==> config.mk <==
export PLATFORM = sky130hd
export DESIGN_NAME = ref_pulse_qual
export DESIGN_NICKNAME = d
export VERILOG_FILES = /design/src/rtl/rpq_pkg.sv /design/src/rtl/rpq_edge_det.sv /design/src/rtl/rpq_interval_ctr.sv /design/src/rtl/rpq_status.sv /design/src/rtl/ref_pulse_qual.sv
export SDC_FILE = /design/constraint.sdc
export NUM_CORES = 1
export LEC_CHECK = 0
export ABC_AREA = 1
export BUFFER_PORTS_ARGS = -buffer_cell sky130_fd_sc_hd__buf_2
export CAP_MARGIN = 0
export CORE_AREA = 3 3 48 50
export CTS_CLUSTER_SIZE = 12
export DETAILED_ROUTE_END_ITERATION = 12
export DIE_AREA = 0 0 51 53
export PLACE_DENSITY = 0.7
export SLEW_MARGIN = 0
export SYNTH_ARGS = -nofsm -noshare
export SYNTH_HDL_FRONTEND = slang
export SYNTH_SLANG_ARGS = --single-unit
export TNS_END_PERCENT = 50
==> constraint.sdc <==
create_clock -name clk -period 1.25 [get_ports clk]
set_input_delay 0.25 -clock clk [delete_from_list [all_inputs] [get_ports clk]]
set_output_delay 0.25 -clock clk [all_outputs]
set_load 0.01 [all_outputs]
==> src/rtl/rpq_pkg.sv <==
package rpq_pkg;

    // Edge classification of the sampled strobe
    typedef struct packed {
        logic rise;   // low last cycle, high now
        logic wide;   // high last cycle and high now
    } strobe_ev_t;

    // Outcome of one cycle of judgement
    typedef enum logic [2:0] {
        JD_IDLE,    // nothing happens
        JD_ARM,     // first edge: start timing
        JD_PASS,    // interval in window: accept
        JD_REJECT,  // interval outside window: fail, restart timing
        JD_DROP     // wide pulse or timeout: fail, stop timing
    } judge_e;

    function automatic judge_e judge(input logic armed, input strobe_ev_t ev,
                                     input logic in_win, input logic expired);
        if (ev.wide)       return JD_DROP;
        if (ev.rise) begin
            if (!armed)    return JD_ARM;
            if (in_win)    return JD_PASS;
            return JD_REJECT;
        end
        if (expired)       return JD_DROP;
        return JD_IDLE;
    endfunction

    function automatic logic restarts(input judge_e j);
        return (j == JD_ARM) || (j == JD_PASS) || (j == JD_REJECT);
    endfunction

endpackage

==> src/rtl/rpq_edge_det.sv <==
module rpq_edge_det
    import rpq_pkg::*;
(
    input  logic       clk,
    input  logic       rst,
    input  logic       strobe_i,
    output strobe_ev_t ev_o
);
    logic prev_q;

    always_ff @(posedge clk) begin
        if (rst) prev_q <= 1'b0;
        else     prev_q <= strobe_i;
    end

    always_comb begin
        ev_o.rise = strobe_i & ~prev_q;
        ev_o.wide = strobe_i &  prev_q;
    end
endmodule

==> src/rtl/rpq_interval_ctr.sv <==
module rpq_interval_ctr #(
    parameter int unsigned CW     = 8,
    parameter int unsigned HI_CYC = 204
) (
    input  logic          clk,
    input  logic          rst,
    input  logic          restart_i,
    input  logic          stop_i,
    output logic [CW-1:0] cnt_o,
    output logic          armed_o,
    output logic          expired_o
);
    localparam logic [CW-1:0] HI_V  = CW'(HI_CYC);
    localparam logic [CW-1:0] ONE_V = CW'(1);

    always_ff @(posedge clk) begin
        if (rst) begin
            cnt_o   <= '0;
            armed_o <= 1'b0;
        end else if (restart_i) begin
            cnt_o   <= ONE_V;
            armed_o <= 1'b1;
        end else if (stop_i) begin
            armed_o <= 1'b0;
        end else if (armed_o && cnt_o <= HI_V) begin
            cnt_o   <= cnt_o + ONE_V;
        end
    end

    assign expired_o = armed_o && (cnt_o > HI_V);

    // while timing, the count never runs past one beyond the window
    a_r6_cnt_capped: assert property (@(posedge clk) disable iff (rst)
        armed_o |-> (cnt_o <= HI_V + ONE_V));

    // an expiry stops timing unless an edge restarts it
    a_r6_expiry_disarms: assert property (@(posedge clk) disable iff (rst)
        (expired_o && !restart_i) |=> !armed_o);
endmodule

==> src/rtl/rpq_status.sv <==
module rpq_status
    import rpq_pkg::*;
#(
    parameter int unsigned CW = 8
) (
    input  logic          clk,
    input  logic          rst,
    input  judge_e        verdict_i,
    input  logic [CW-1:0] cnt_i,
    output logic          ok_o,
    output logic          stb_o,
    output logic [CW-1:0] interval_o
);
    always_ff @(posedge clk) begin
        if (rst) begin
            ok_o       <= 1'b0;
            stb_o      <= 1'b0;
            interval_o <= '0;
        end else begin
            unique case (verdict_i)
                JD_PASS: begin
                    ok_o       <= 1'b1;
                    stb_o      <= 1'b1;
                    interval_o <= cnt_i;
                end
                JD_REJECT: begin
                    ok_o       <= 1'b0;
                    stb_o      <= 1'b0;
                    interval_o <= cnt_i;
                end
                JD_DROP: begin
                    ok_o  <= 1'b0;
                    stb_o <= 1'b0;
                end
                default: stb_o <= 1'b0;
            endcase
        end
    end

    // strobe lasts a single cycle
    a_r9_stb_single: assert property (@(posedge clk) disable iff (rst)
        stb_o |=> !stb_o);

    // the flag only comes back together with an accepted pulse
    a_r8_ok_rise_with_stb: assert property (@(posedge clk) disable iff (rst)
        $rose(ok_o) |-> stb_o);
endmodule

==> src/rtl/ref_pulse_qual.sv <==
module ref_pulse_qual
    import rpq_pkg::*;
#(
    parameter int unsigned PERIOD_CYC = 200,
    parameter int unsigned SLACK_CYC  = 4,
    localparam int unsigned HI_CYC    = PERIOD_CYC + SLACK_CYC,
    localparam int unsigned LO_CYC    = PERIOD_CYC - SLACK_CYC,
    localparam int unsigned CW        = $clog2(HI_CYC + 2)
) (
    input  logic          clk,
    input  logic          rst,
    input  logic          pulse_in,
    output logic          ref_ok,
    output logic          accept_stb,
    output logic [CW-1:0] interval_q
);
    localparam logic [CW-1:0] LO_V = CW'(LO_CYC);
    localparam logic [CW-1:0] HI_V = CW'(HI_CYC);

    strobe_ev_t    ev;
    logic [CW-1:0] cnt;
    logic          armed;
    logic          expired;
    logic          in_win;
    judge_e        verdict;

    rpq_edge_det u_edge (
        .clk      (clk),
        .rst      (rst),
        .strobe_i (pulse_in),
        .ev_o     (ev)
    );

    assign in_win  = (cnt >= LO_V) && (cnt <= HI_V);
    assign verdict = judge(armed, ev, in_win, expired);

    rpq_interval_ctr #(.CW(CW), .HI_CYC(HI_CYC)) u_ctr (
        .clk       (clk),
        .rst       (rst),
        .restart_i (restarts(verdict)),
        .stop_i    (verdict == JD_DROP),
        .cnt_o     (cnt),
        .armed_o   (armed),
        .expired_o (expired)
    );

    rpq_status #(.CW(CW)) u_stat (
        .clk        (clk),
        .rst        (rst),
        .verdict_i  (verdict),
        .cnt_i      (cnt),
        .ok_o       (ref_ok),
        .stb_o      (accept_stb),
        .interval_o (interval_q)
    );

    // reset clears every output
    a_r1_reset_clear: assert property (@(posedge clk)
        rst |=> (!ref_ok && !accept_stb && interval_q == '0));

    // a double-high sample clears the flag at the next edge
    a_r7_wide_drops: assert property (@(posedge clk) disable iff (rst)
        ev.wide |=> !ref_ok);

    // an expired timer clears the flag at the next edge
    a_r6_timeout_drops: assert property (@(posedge clk) disable iff (rst)
        expired |=> !ref_ok);

    // an arming edge never strobes
    a_r2_arm_no_stb: assert property (@(posedge clk) disable iff (rst)
        (ev.rise && !armed) |=> !accept_stb);

    // an accepted interval lies in the window and sets the flag
    a_r4_stb_in_window: assert property (@(posedge clk) disable iff (rst)
        accept_stb |-> (ref_ok && interval_q >= LO_V && interval_q <= HI_V));
endmodule

==> flow_summary.json, run 1 <==
{
  "critPathMaxFanout": 8,
  "holdBufCountCts": 0,
  "dr.pass1.iters": 5,
  "core_area_sq_mm": 0.00194,
  "via_per_inst": 4.98,
  "crit_path_start_kind": "flop",
  "wl_mm": 2.12,
  "final.fill_count": 166,
  "layout-drive-gt1-share_pct": 38.8,
  "rows": 16,
  "cts_root_buffer": "clkbuf_4",
  "p_per_area_mw_per_mm2": 949,
  "crit_family": "flip-flops",
  "h-tree-depth": 1,
  "tightest_slew_ns": 0.321,
  "path_class": "reg2reg",
  "grt-ovfl-total": 0,
  "clock_latency_ns": 0.31,
  "violations": "setup timing",
  "numCtsBuffers": 3,
  "hold_class": "in2reg",
  "relSlewSlack_pct": 78.5,
  "grt_pass1_vias": 829,
  "ir_worst_vdd_mv": 0.510,
  "die_width_um": 51,
  "crit_chain": "inv_2 -> ha_4 -> inv_2 -> nand3_2 -> nand2_2 -> nand2_4 -> o211ai_4 -> inv_4 -> nand2_2 -> a21oi_2",
  "drt_iter0_drc": 21,
  "cp-end-kind": "flop",
  "antenna_found_initial": 0,
  "grt_pass1_wl_mm": 3.49,
  "drc": 0,
  "crit_arrival_ns": 1.54,
  "layout.nets": 153,
  "final_hold_viol_count": 0,
  "placed_area_sq_mm": 0.00107,
  "clock_sinks": 20,
  "synth_cells": 121,
  "io_buffers": 12,
  "tns_ns": -0.534,
  "maxCapViolCount": 0,
  "synth.distinct_cells": 21,
  "synthesis.nets": 126,
  "slew_viol_final": 0,
  "start_util_pct": 47.9,
  "finalPower_mw": 1.17,
  "path_clk_slew_ns": 0.11,
  "finalWeightedCongestion": 0.846,
  "final_cell_area_sq_mm": 0.00123,
  "syn2layout_area_growth_pct": 32.3,
  "antenna_left": 0,
  "max_freq_mhz": 753,
  "rsz0062_at_grt": "yes",
  "synth.yosys.seq_area_share_pct": 43.0,
  "crit_required_ns": 1.46,
  "fin_crit_sh_pct": 106,
  "num_vias": 867,
  "yosysWarnings": 0,
  "grt_max_degree": 15,
  "crit_buf_inv": 3,
  "synth_seq_cells": 20,
  "wl_per_cell_um": 12.2,
  "cts_max_path_buffers": 2,
  "hpwl_mm": 1.34,
  "finalSetupViolCount": 8,
  "fp.dieH_um": 53,
  "netlist_area_sq_um": 931,
  "dieArea_sq_mm": 0.00270,
  "cts_tree": "done",
  "syn_avg_cell_area_sq_um": 7.69,
  "ios": 13,
  "slowest_delay_ns": 0.39,
  "finalClockSkew_ns": 0.00405,
  "status": "complete, but fails checks",
  "crit_path_top_delay_cell": "dfxtp_4",
  "period_needed_ns": 1.33,
  "p_leak_nw": 0.515,
  "layout_setup_ws_ns": -0.0787,
  "grt_usage_pct": 17.1,
  "antennaDiodeCount": 0
}
==> Yosys cell counts <==
| master | instances | share of area [%] |
|---|---|---|
| inv_4 | 2 | 1.3 |
| buf_6 | 1 | 1.2 |
| nor3_1 | 1 | 0.54 |
| nor2_4 | 2 | 2.4 |
| nor2_1 | 6 | 2.4 |
| o211ai_4 | 1 | 2.3 |
| nand2_1 | 37 | 15 |
| clkbuf_1 | 1 | 0.40 |
| xor2_1 | 4 | 3.8 |
| nand2_2 | 2 | 1.3 |
| buf_4 | 1 | 0.81 |
| inv_1 | 10 | 4.0 |
| nor3b_2 | 1 | 1.3 |
| nand3_1 | 7 | 3.8 |
| xnor2_1 | 1 | 0.94 |
| dfxtp_1 | 20 | 43 |
| ha_1 | 2 | 2.7 |
| inv_2 | 1 | 0.40 |
| o2111ai_1 | 1 | 0.94 |
| nand2_4 | 1 | 1.2 |
| a21oi_1 | 19 | 10 |
==> metrics by stage <==
| stage | hold slack, ns | cells | utilization [%] | worst slack [ns] |
|---|---|---|---|---|
| final | 0.199 | 174 | 63.4 | -0.0787 |
| after global routing | 0.220 | 174 | 63.4 | -0.146 |
| after CTS | 0.209 | 174 | 61.0 | -0.0549 |
| after detailed placement | 0.452 | 166 | 55.2 | -0.0951 |
| after global placement | 0.446 | 166 | 55.2 | -0.0477 |
| after floorplan | 0.319 | 121 | - | 0.0156 |
==> tightest hold or removal path, delay by kind of cell <==
family / cells / cell delay, ns
buffers and inverters: 2 / 0.15
AND/OR/NAND/NOR: 1 / 0.08
==> power breakdown <==
part / leakage (nW) / internal, mW / switching [mW]
Combinational: 0.330 / 0.0495 / 0.0734
Clock: 0.0210 / 0.178 / 0.210
Sequential: 0.163 / 0.646 / 0.0119
Total: 0.515 / 0.874 / 0.295
==> registers in the layout (all words and copies together) (netlist names) <==
register,flops
u_stat.ok_o,1
u_stat.stb_o,1
u_ctr.armed_o,1
u_stat.interval_o,8
u_ctr.cnt_o,8
u_edge.prev_q,1
==> timing repair <==
action,4_1_cts,5_1_grt
resized for setup,14,11
setup endpoints to repair,9,9
pin swaps,9,6
buffers inserted,4,0
==> final timing paths <==
| check | slack, ns | end | from | depth (start not counted) |
|---|---|---|---|---|
| worst max-delay path | -0.08 | u_ctr.cnt_o[1] | u_ctr.cnt_o[0] | 10 |
| worst min-delay path | 0.20 | u_edge.prev_q | pulse_in | 3 |
| worst max register to register | -0.08 | u_ctr.cnt_o[1] | u_ctr.cnt_o[0] | 10 |
| worst min register to register | 0.47 | u_stat.interval_o[6] | u_stat.interval_o[6] | 2 |
==> routing by layer <==
layer  global-route usage (%)  up-vias  part of all wire (%)
met3                     2.54        6                   5.3
met5                        0        -                     0
met2                     30.5       22                    50
met4                     7.62        0                   1.7
met1                     20.2      404                    43
li1                         -      435                     -
==> logic make-up after synthesis <==
kind of cell             Yosys count  share of synthesized area, %
AO/OA/AOI/OAI                     21                          13.4
XOR/XNOR                           5                          4.70
adder cells (fa/ha/maj)            2                          2.69
buffers and inverters             16                          8.20
flip-flops                        20                          43.0
AND/OR/NAND/NOR                   57                          28.0
==> area by class of cell <==
cell class | instances | area (sq um) | area share, %
Clock buffer | 4 | 36.3 | 2.95
Multi-Input combinational cell | 85 | 539 | 43.8
Inverter | 13 | 53.8 | 4.37
Timing Repair Buffer | 25 | 161 | 13.1
Sequential cell | 20 | 407 | 33.0
Tap cell | 27 | 33.8 | 2.74
==> cell usage in the layout, fill, tap and decap left out, types with 2 or more instances in the layout <==
cell and n:
clkbuf_4 3, inv_4 2, inv_2 4, dfxtp_1 17
nand2_2 5, ha_4 2, inv_1 7, nand3_4 2
a21oi_1 17, xor2_1 4, nand2_1 34, buf_2 12
dfxtp_2 2, nor2_4 4, a21oi_2 2, nand3_1 4
nor2_1 4, buf_4 12
No activity file was read; power rests on OpenSTA's default activity.
==> inputs of run 2 (changes only) <==
--- a/config.mk
+++ b/config.mk
@@ -12,6 +12,7 @@
 export CTS_CLUSTER_SIZE = 12
 export DETAILED_ROUTE_END_ITERATION = 12
 export DIE_AREA = 0 0 51 53
+export GPL_TIMING_DRIVEN = 0
 export PLACE_DENSITY = 0.7
 export SLEW_MARGIN = 0
 export SYNTH_ARGS = -nofsm -noshare
==> flow_summary.json, run 2 (synthesis results as in run 1) <==
{
  "status": "complete, but fails checks",
  "violations": "setup timing",
  "stdcell_count": 168,
  "p_leak_nw": 0.484,
  "ios": 13,
  "maxCapViolCount": 0,
  "cts_max_path_buffers": 2,
  "rows": 16,
  "hold_class": "in2reg",
  "num_vias": 864,
  "clock_latency_ns": 0.29,
  "layout.nets": 147,
  "hpwl_mm": 1.22,
  "switchingPower_mw": 0.279,
  "multi_input_area_sq_um": 529,
  "placed_area_sq_mm": 0.00103,
  "slew_viol_final": 0,
  "post-route-util_pct": 60.7,
  "dp_slack_ns": -0.128,
  "crit_path_start_kind": "flop",
  "grt_pass1_vias": 781,
  "layout_commonest_cell": "nand2_1",
  "switching_share_pct": 24.5,
  "placed_cells": 160,
  "die_width_um": 51,
  "h-tree-depth": 1,
  "p_clk_share_pct": 32.3,
  "grt-ovfl-total": 0,
  "ir_worst_vdd_mv": 0.473,
  "antenna_left": 0,
  "layout_setup_ws_ns": -0.0866,
  "path_class": "reg2reg",
  "layout_common_cells": "30 x nand2_1, 17 x dfxtp_1, 15 x a21oi_1, 12 x buf_2, 9 x nand2_2",
  "wl_per_cell_um": 12.3,
  "finalClockSkew_ns": 0.00366,
  "numCtsBuffers": 3,
  "dieArea_sq_mm": 0.00270,
  "layout-drive-gt1-share_pct": 39.0,
  "max_freq_mhz": 748,
  "grt_usage_pct": 16.7,
  "path_clk_slew_ns": 0.11,
  "relSlewSlack_pct": 67.8,
  "cts_root_buffer": "clkbuf_4",
  "dr.pass1.iters": 5,
  "cts_tree": "done",
  "p_int_mw": 0.863,
  "p_seq_share_pct": 57.6,
  "final_hold_viol_count": 0,
  "tightest_slew_ns": 0.483,
  "crit_required_ns": 1.44,
  "grt_pass1_wl_mm": 3.37,
  "reg_top3": "u_ctr.cnt_o x8, u_stat.interval_o x8",
  "start_util_pct": 47.9,
  "critPathMaxFanout": 8,
  "drt_iter0_drc": 19,
  "clock_sinks": 20,
  "final_cell_area_sq_mm": 0.00118,
  "finalSetupViolCount": 9,
  "via_per_inst": 5.14,
  "holdBufCountCts": 0,
  "drc": 0,
  "p_per_area_mw_per_mm2": 970,
  "cp-end-kind": "flop",
  "period_needed_ns": 1.34,
  "tns_ns": -0.547,
  "finalWeightedCongestion": 0.822,
  "fin_crit_sh_pct": 107,
  "io_buffers": 12,
  "syn2layout_area_growth_pct": 26.6,
  "crit_arrival_ns": 1.52,
  "rsz0062_at_grt": "yes",
  "antenna_found_initial": 0,
  "wl_mm": 2.06,
  "core_area_sq_mm": 0.00194,
  "regToRegSetupSlack_ns": -0.09,
  "comb_power_share_pct": 10.1,
  "register_area_sq_um": 407,
  "final.fill_count": 174,
  "grt_max_degree": 12,
  "fp.dieH_um": 53,
  "antennaDiodeCount": 0
}
-- run 2: timing repair --
item                                   4_1_cts  5_1_grt
setup buffers                                4        0
gates resized for setup                     15       12
endpoints found under the hold margin        0        0
pin swaps                                    8        5
setup endpoints to repair                   10        9
-- run 2: worst paths after layout --
kind | startpoint | endpoint | cells after the start
worst max-delay path | u_ctr.cnt_o[0] | u_ctr.cnt_o[7] | 10
worst min-delay path | rst | u_stat.interval_o[3] | 2
worst max register to register | u_ctr.cnt_o[0] | u_ctr.cnt_o[7] | 10
worst min register to register | u_stat.interval_o[1] | u_stat.interval_o[1] | 2
-- run 2: per-stage QoR --
stage | power (mW) | hold WS (ns)
after floorplan | 0.726 | 0.319
after global placement | 0.745 | 0.449
after detailed placement | 0.747 | 0.453
after CTS | 1.14 | 0.155
after global routing | 1.19 | 0.164
final | 1.14 | 0.167
-- run 2: worst max-delay path, cell delays in order, from the launching register on --
cell and delay, ns:
dfxtp_4 0.39, inv_4 0.04, ha_4 0.15, inv_2 0.05, nand3_2 0.06, nand2_2 0.09, nand2_4 0.07, o211ai_4 0.15
inv_4 0.11, nand2_2 0.08, a21oi_1 0.05
-- run 2: cell type report --
cell class                 instances  share of cell area [%]
timing repair buffer              16                    7.96
buffer                             3                    1.91
inverter                          13                    4.78
multi-input combinational         85                    44.9
tap                               27                    2.87
clock buffer                       4                    3.08
sequential                        20                    34.5
-- run 2: per-layer routing --
metal,up-vias,wire length [um],global-route usage (%)
met3,12,101,3.66
met1,390,877,17.7
met2,35,1030,30.3
li1,427,-,-
met4,0,51,9.87
met5,-,0,0
-- run 2: power by group through the flow --
stage | Clock (mW) | Sequential [mW] | Combinational (mW)
2_1_floorplan | 0 | 0.671 | 0.0543
3_3_place_gp | 0 | 0.674 | 0.0715
3_5_place_dp | 0 | 0.674 | 0.0731
4_1_cts | 0.389 | 0.656 | 0.0973
5_1_grt | 0.407 | 0.660 | 0.123
6_report | 0.369 | 0.659 | 0.115
==> inputs of run 3 (changes only) <==
--- a/config.mk
+++ b/config.mk
@@ -8,12 +8,13 @@
 export ABC_AREA = 1
 export BUFFER_PORTS_ARGS = -buffer_cell sky130_fd_sc_hd__buf_2
 export CAP_MARGIN = 0
-export CORE_AREA = 3 3 48 50
+export CORE_AREA = 3 3 47 49
+export CTS_BUF_LIST = sky130_fd_sc_hd__clkbuf_8
 export CTS_CLUSTER_SIZE = 12
 export DETAILED_ROUTE_END_ITERATION = 12
-export DIE_AREA = 0 0 51 53
+export DIE_AREA = 0 0 50 52
 export GPL_TIMING_DRIVEN = 0
-export PLACE_DENSITY = 0.7
+export PLACE_DENSITY = 0.73
 export SLEW_MARGIN = 0
 export SYNTH_ARGS = -nofsm -noshare
 export SYNTH_HDL_FRONTEND = slang
==> flow_summary.json, run 3 (synthesis results as in run 1) <==
{
  "status": "complete, but fails checks",
  "violations": "setup timing",
  "hpwl_mm": 1.24,
  "antenna_found_initial": 0,
  "switchingPower_mw": 0.274,
  "start_util_pct": 48.9,
  "drt_iter0_drc": 11,
  "fin_crit_sh_pct": 107,
  "max_freq_mhz": 748,
  "slew_viol_final": 0,
  "comb_power_share_pct": 9.2,
  "relSlewSlack_pct": 68.9,
  "crit_arrival_ns": 1.47,
  "clock_latency_ns": 0.26,
  "cp-end-kind": "flop",
  "grt_usage_pct": 16.9,
  "path_class": "reg2reg",
  "grt-ovfl-total": 0,
  "maxCapViolCount": 0,
  "hold_class": "in2reg",
  "rsz0062_at_grt": "yes",
  "whs_ns": 0.214,
  "post-route-util_pct": 62.0,
  "layout_common_cells": "34 x nand2_1, 17 x dfxtp_1, 15 x a21oi_1, 12 x buf_2, 8 x buf_4",
  "rows": 16,
  "p_clk_share_pct": 34.9,
  "critPathMaxFanout": 8,
  "dp_slack_ns": -0.137,
  "crit_path_start_kind": "flop",
  "antennaDiodeCount": 0,
  "p_per_area_mw_per_mm2": 997,
  "antenna_left": 0,
  "num_vias": 810,
  "cts_tree": "done",
  "die_width_um": 50,
  "path_clk_slew_ns": 0.07,
  "grt_pass1_wl_mm": 3.23,
  "period_needed_ns": 1.34,
  "finalWeightedCongestion": 0.817,
  "numCtsBuffers": 3,
  "tns_ns": -0.503,
  "core_area_sq_mm": 0.00190,
  "syn2layout_area_growth_pct": 26.7,
  "switching_share_pct": 23.3,
  "reg_top3": "u_ctr.cnt_o x8, u_stat.interval_o x8",
  "ios": 13,
  "layout.nets": 150,
  "layout_setup_ws_ns": -0.0872,
  "p_leak_nw": 0.495,
  "finalClockSkew_ns": 0.00420,
  "p_int_mw": 0.902,
  "grt_max_degree": 11,
  "p_seq_share_pct": 55.9,
  "dr.pass1.iters": 4,
  "io_buffers": 12,
  "via_per_inst": 4.76,
  "holdBufCountCts": 0,
  "cts_max_path_buffers": 2,
  "wl_mm": 1.94,
  "finalSetupViolCount": 8,
  "crit_required_ns": 1.39,
  "tightest_slew_ns": 0.466,
  "h-tree-depth": 1,
  "layout-drive-gt1-share_pct": 37.1,
  "clock_sinks": 20,
  "cts_root_buffer": "clkbuf_8",
  "ir_worst_vdd_mv": 0.778,
  "drc": 0,
  "grt_pass1_vias": 733,
  "dieArea_sq_mm": 0.00260,
  "wl_per_cell_um": 11.4,
  "layout_commonest_cell": "nand2_1",
  "fp.dieH_um": 52,
  "final_hold_viol_count": 0
}
-- run 3: changes by cell type in the layout (fill, tap and decap cells not counted) --
cell      previous run  this run
buf_4                4         8
nand2_1             30        34
nand2_2              9         5
clkbuf_4             3         0
clkbuf_8             1         3
buf_6                2         1
ha_2                 0         1
ha_4                 2         1
inv_2                3         4
inv_4                3         2
-- run 3: power groups by stage --
stage / registers [mW] / logic [mW] / clock network, mW
2_1_floorplan: 0.671 / 0.0543 / 0
3_3_place_gp: 0.673 / 0.0709 / 0
3_5_place_dp: 0.674 / 0.0727 / 0
4_1_cts: 0.656 / 0.102 / 0.426
5_1_grt: 0.658 / 0.118 / 0.449
6_report: 0.657 / 0.108 / 0.411
-- run 3: final timing paths --
check / start / to / slack [ns] / cells past startpoint
worst max register to register: u_ctr.cnt_o[1] / u_ctr.cnt_o[3] / -0.09 / 10
worst min-delay path: rst / u_stat.interval_o[3] / 0.21 / 2
worst min register to register: u_stat.interval_o[6] / u_stat.interval_o[6] / 0.46 / 2
worst max-delay path: u_ctr.cnt_o[1] / u_ctr.cnt_o[3] / -0.09 / 10
-- run 3: repair_timing --
item / in CTS / in global routing
pin swaps: 7 / 4
gates resized for setup: 13 / 7
endpoints found under the hold margin: 0 / 0
setup endpoints to repair: 9 / 9
setup buffers: 7 / 0
-- run 3: final cells by class --
class / count / area [sq um]
fill: 167 / 722
clock buffer: 3 / 41.3
multi-input combinational: 85 / 509
buffer: 3 / 22.5
inverter: 13 / 53.8
timing repair buffer: 19 / 113
tap: 27 / 33.8
sequential: 20 / 407
-- run 3: worst max-delay path, cell delays in order, from the launching register on --
cell,delay (ns)
dfxtp_2,0.35
inv_2,0.05
ha_4,0.15
inv_2,0.04
nand3_2,0.06
nand2_2,0.10
nand2_4,0.08
o211ai_4,0.15
inv_4,0.10
nand2_2,0.08
a21oi_2,0.05
-- run 3: through the flow --
step | instances | power, mW | area, sq um
floorplan | 121 | 0.726 | 932
global placement | 160 | 0.744 | 1030
detailed placement | 160 | 0.746 | 1030
CTS | 170 | 1.18 | 1160
global route | 170 | 1.23 | 1180
finish | 170 | 1.18 | 1180
-- run 3: per-layer routing --
layer | wire (um) | GRT usage, % | vias to the layer above
met3 | 85 | 4.30 | 2
met5 | 0 | 0 | -
li1 | - | - | 428
met4 | 27 | 9.68 | 0
met1 | 918 | 19.5 | 365
met2 | 913 | 28.0 | 15
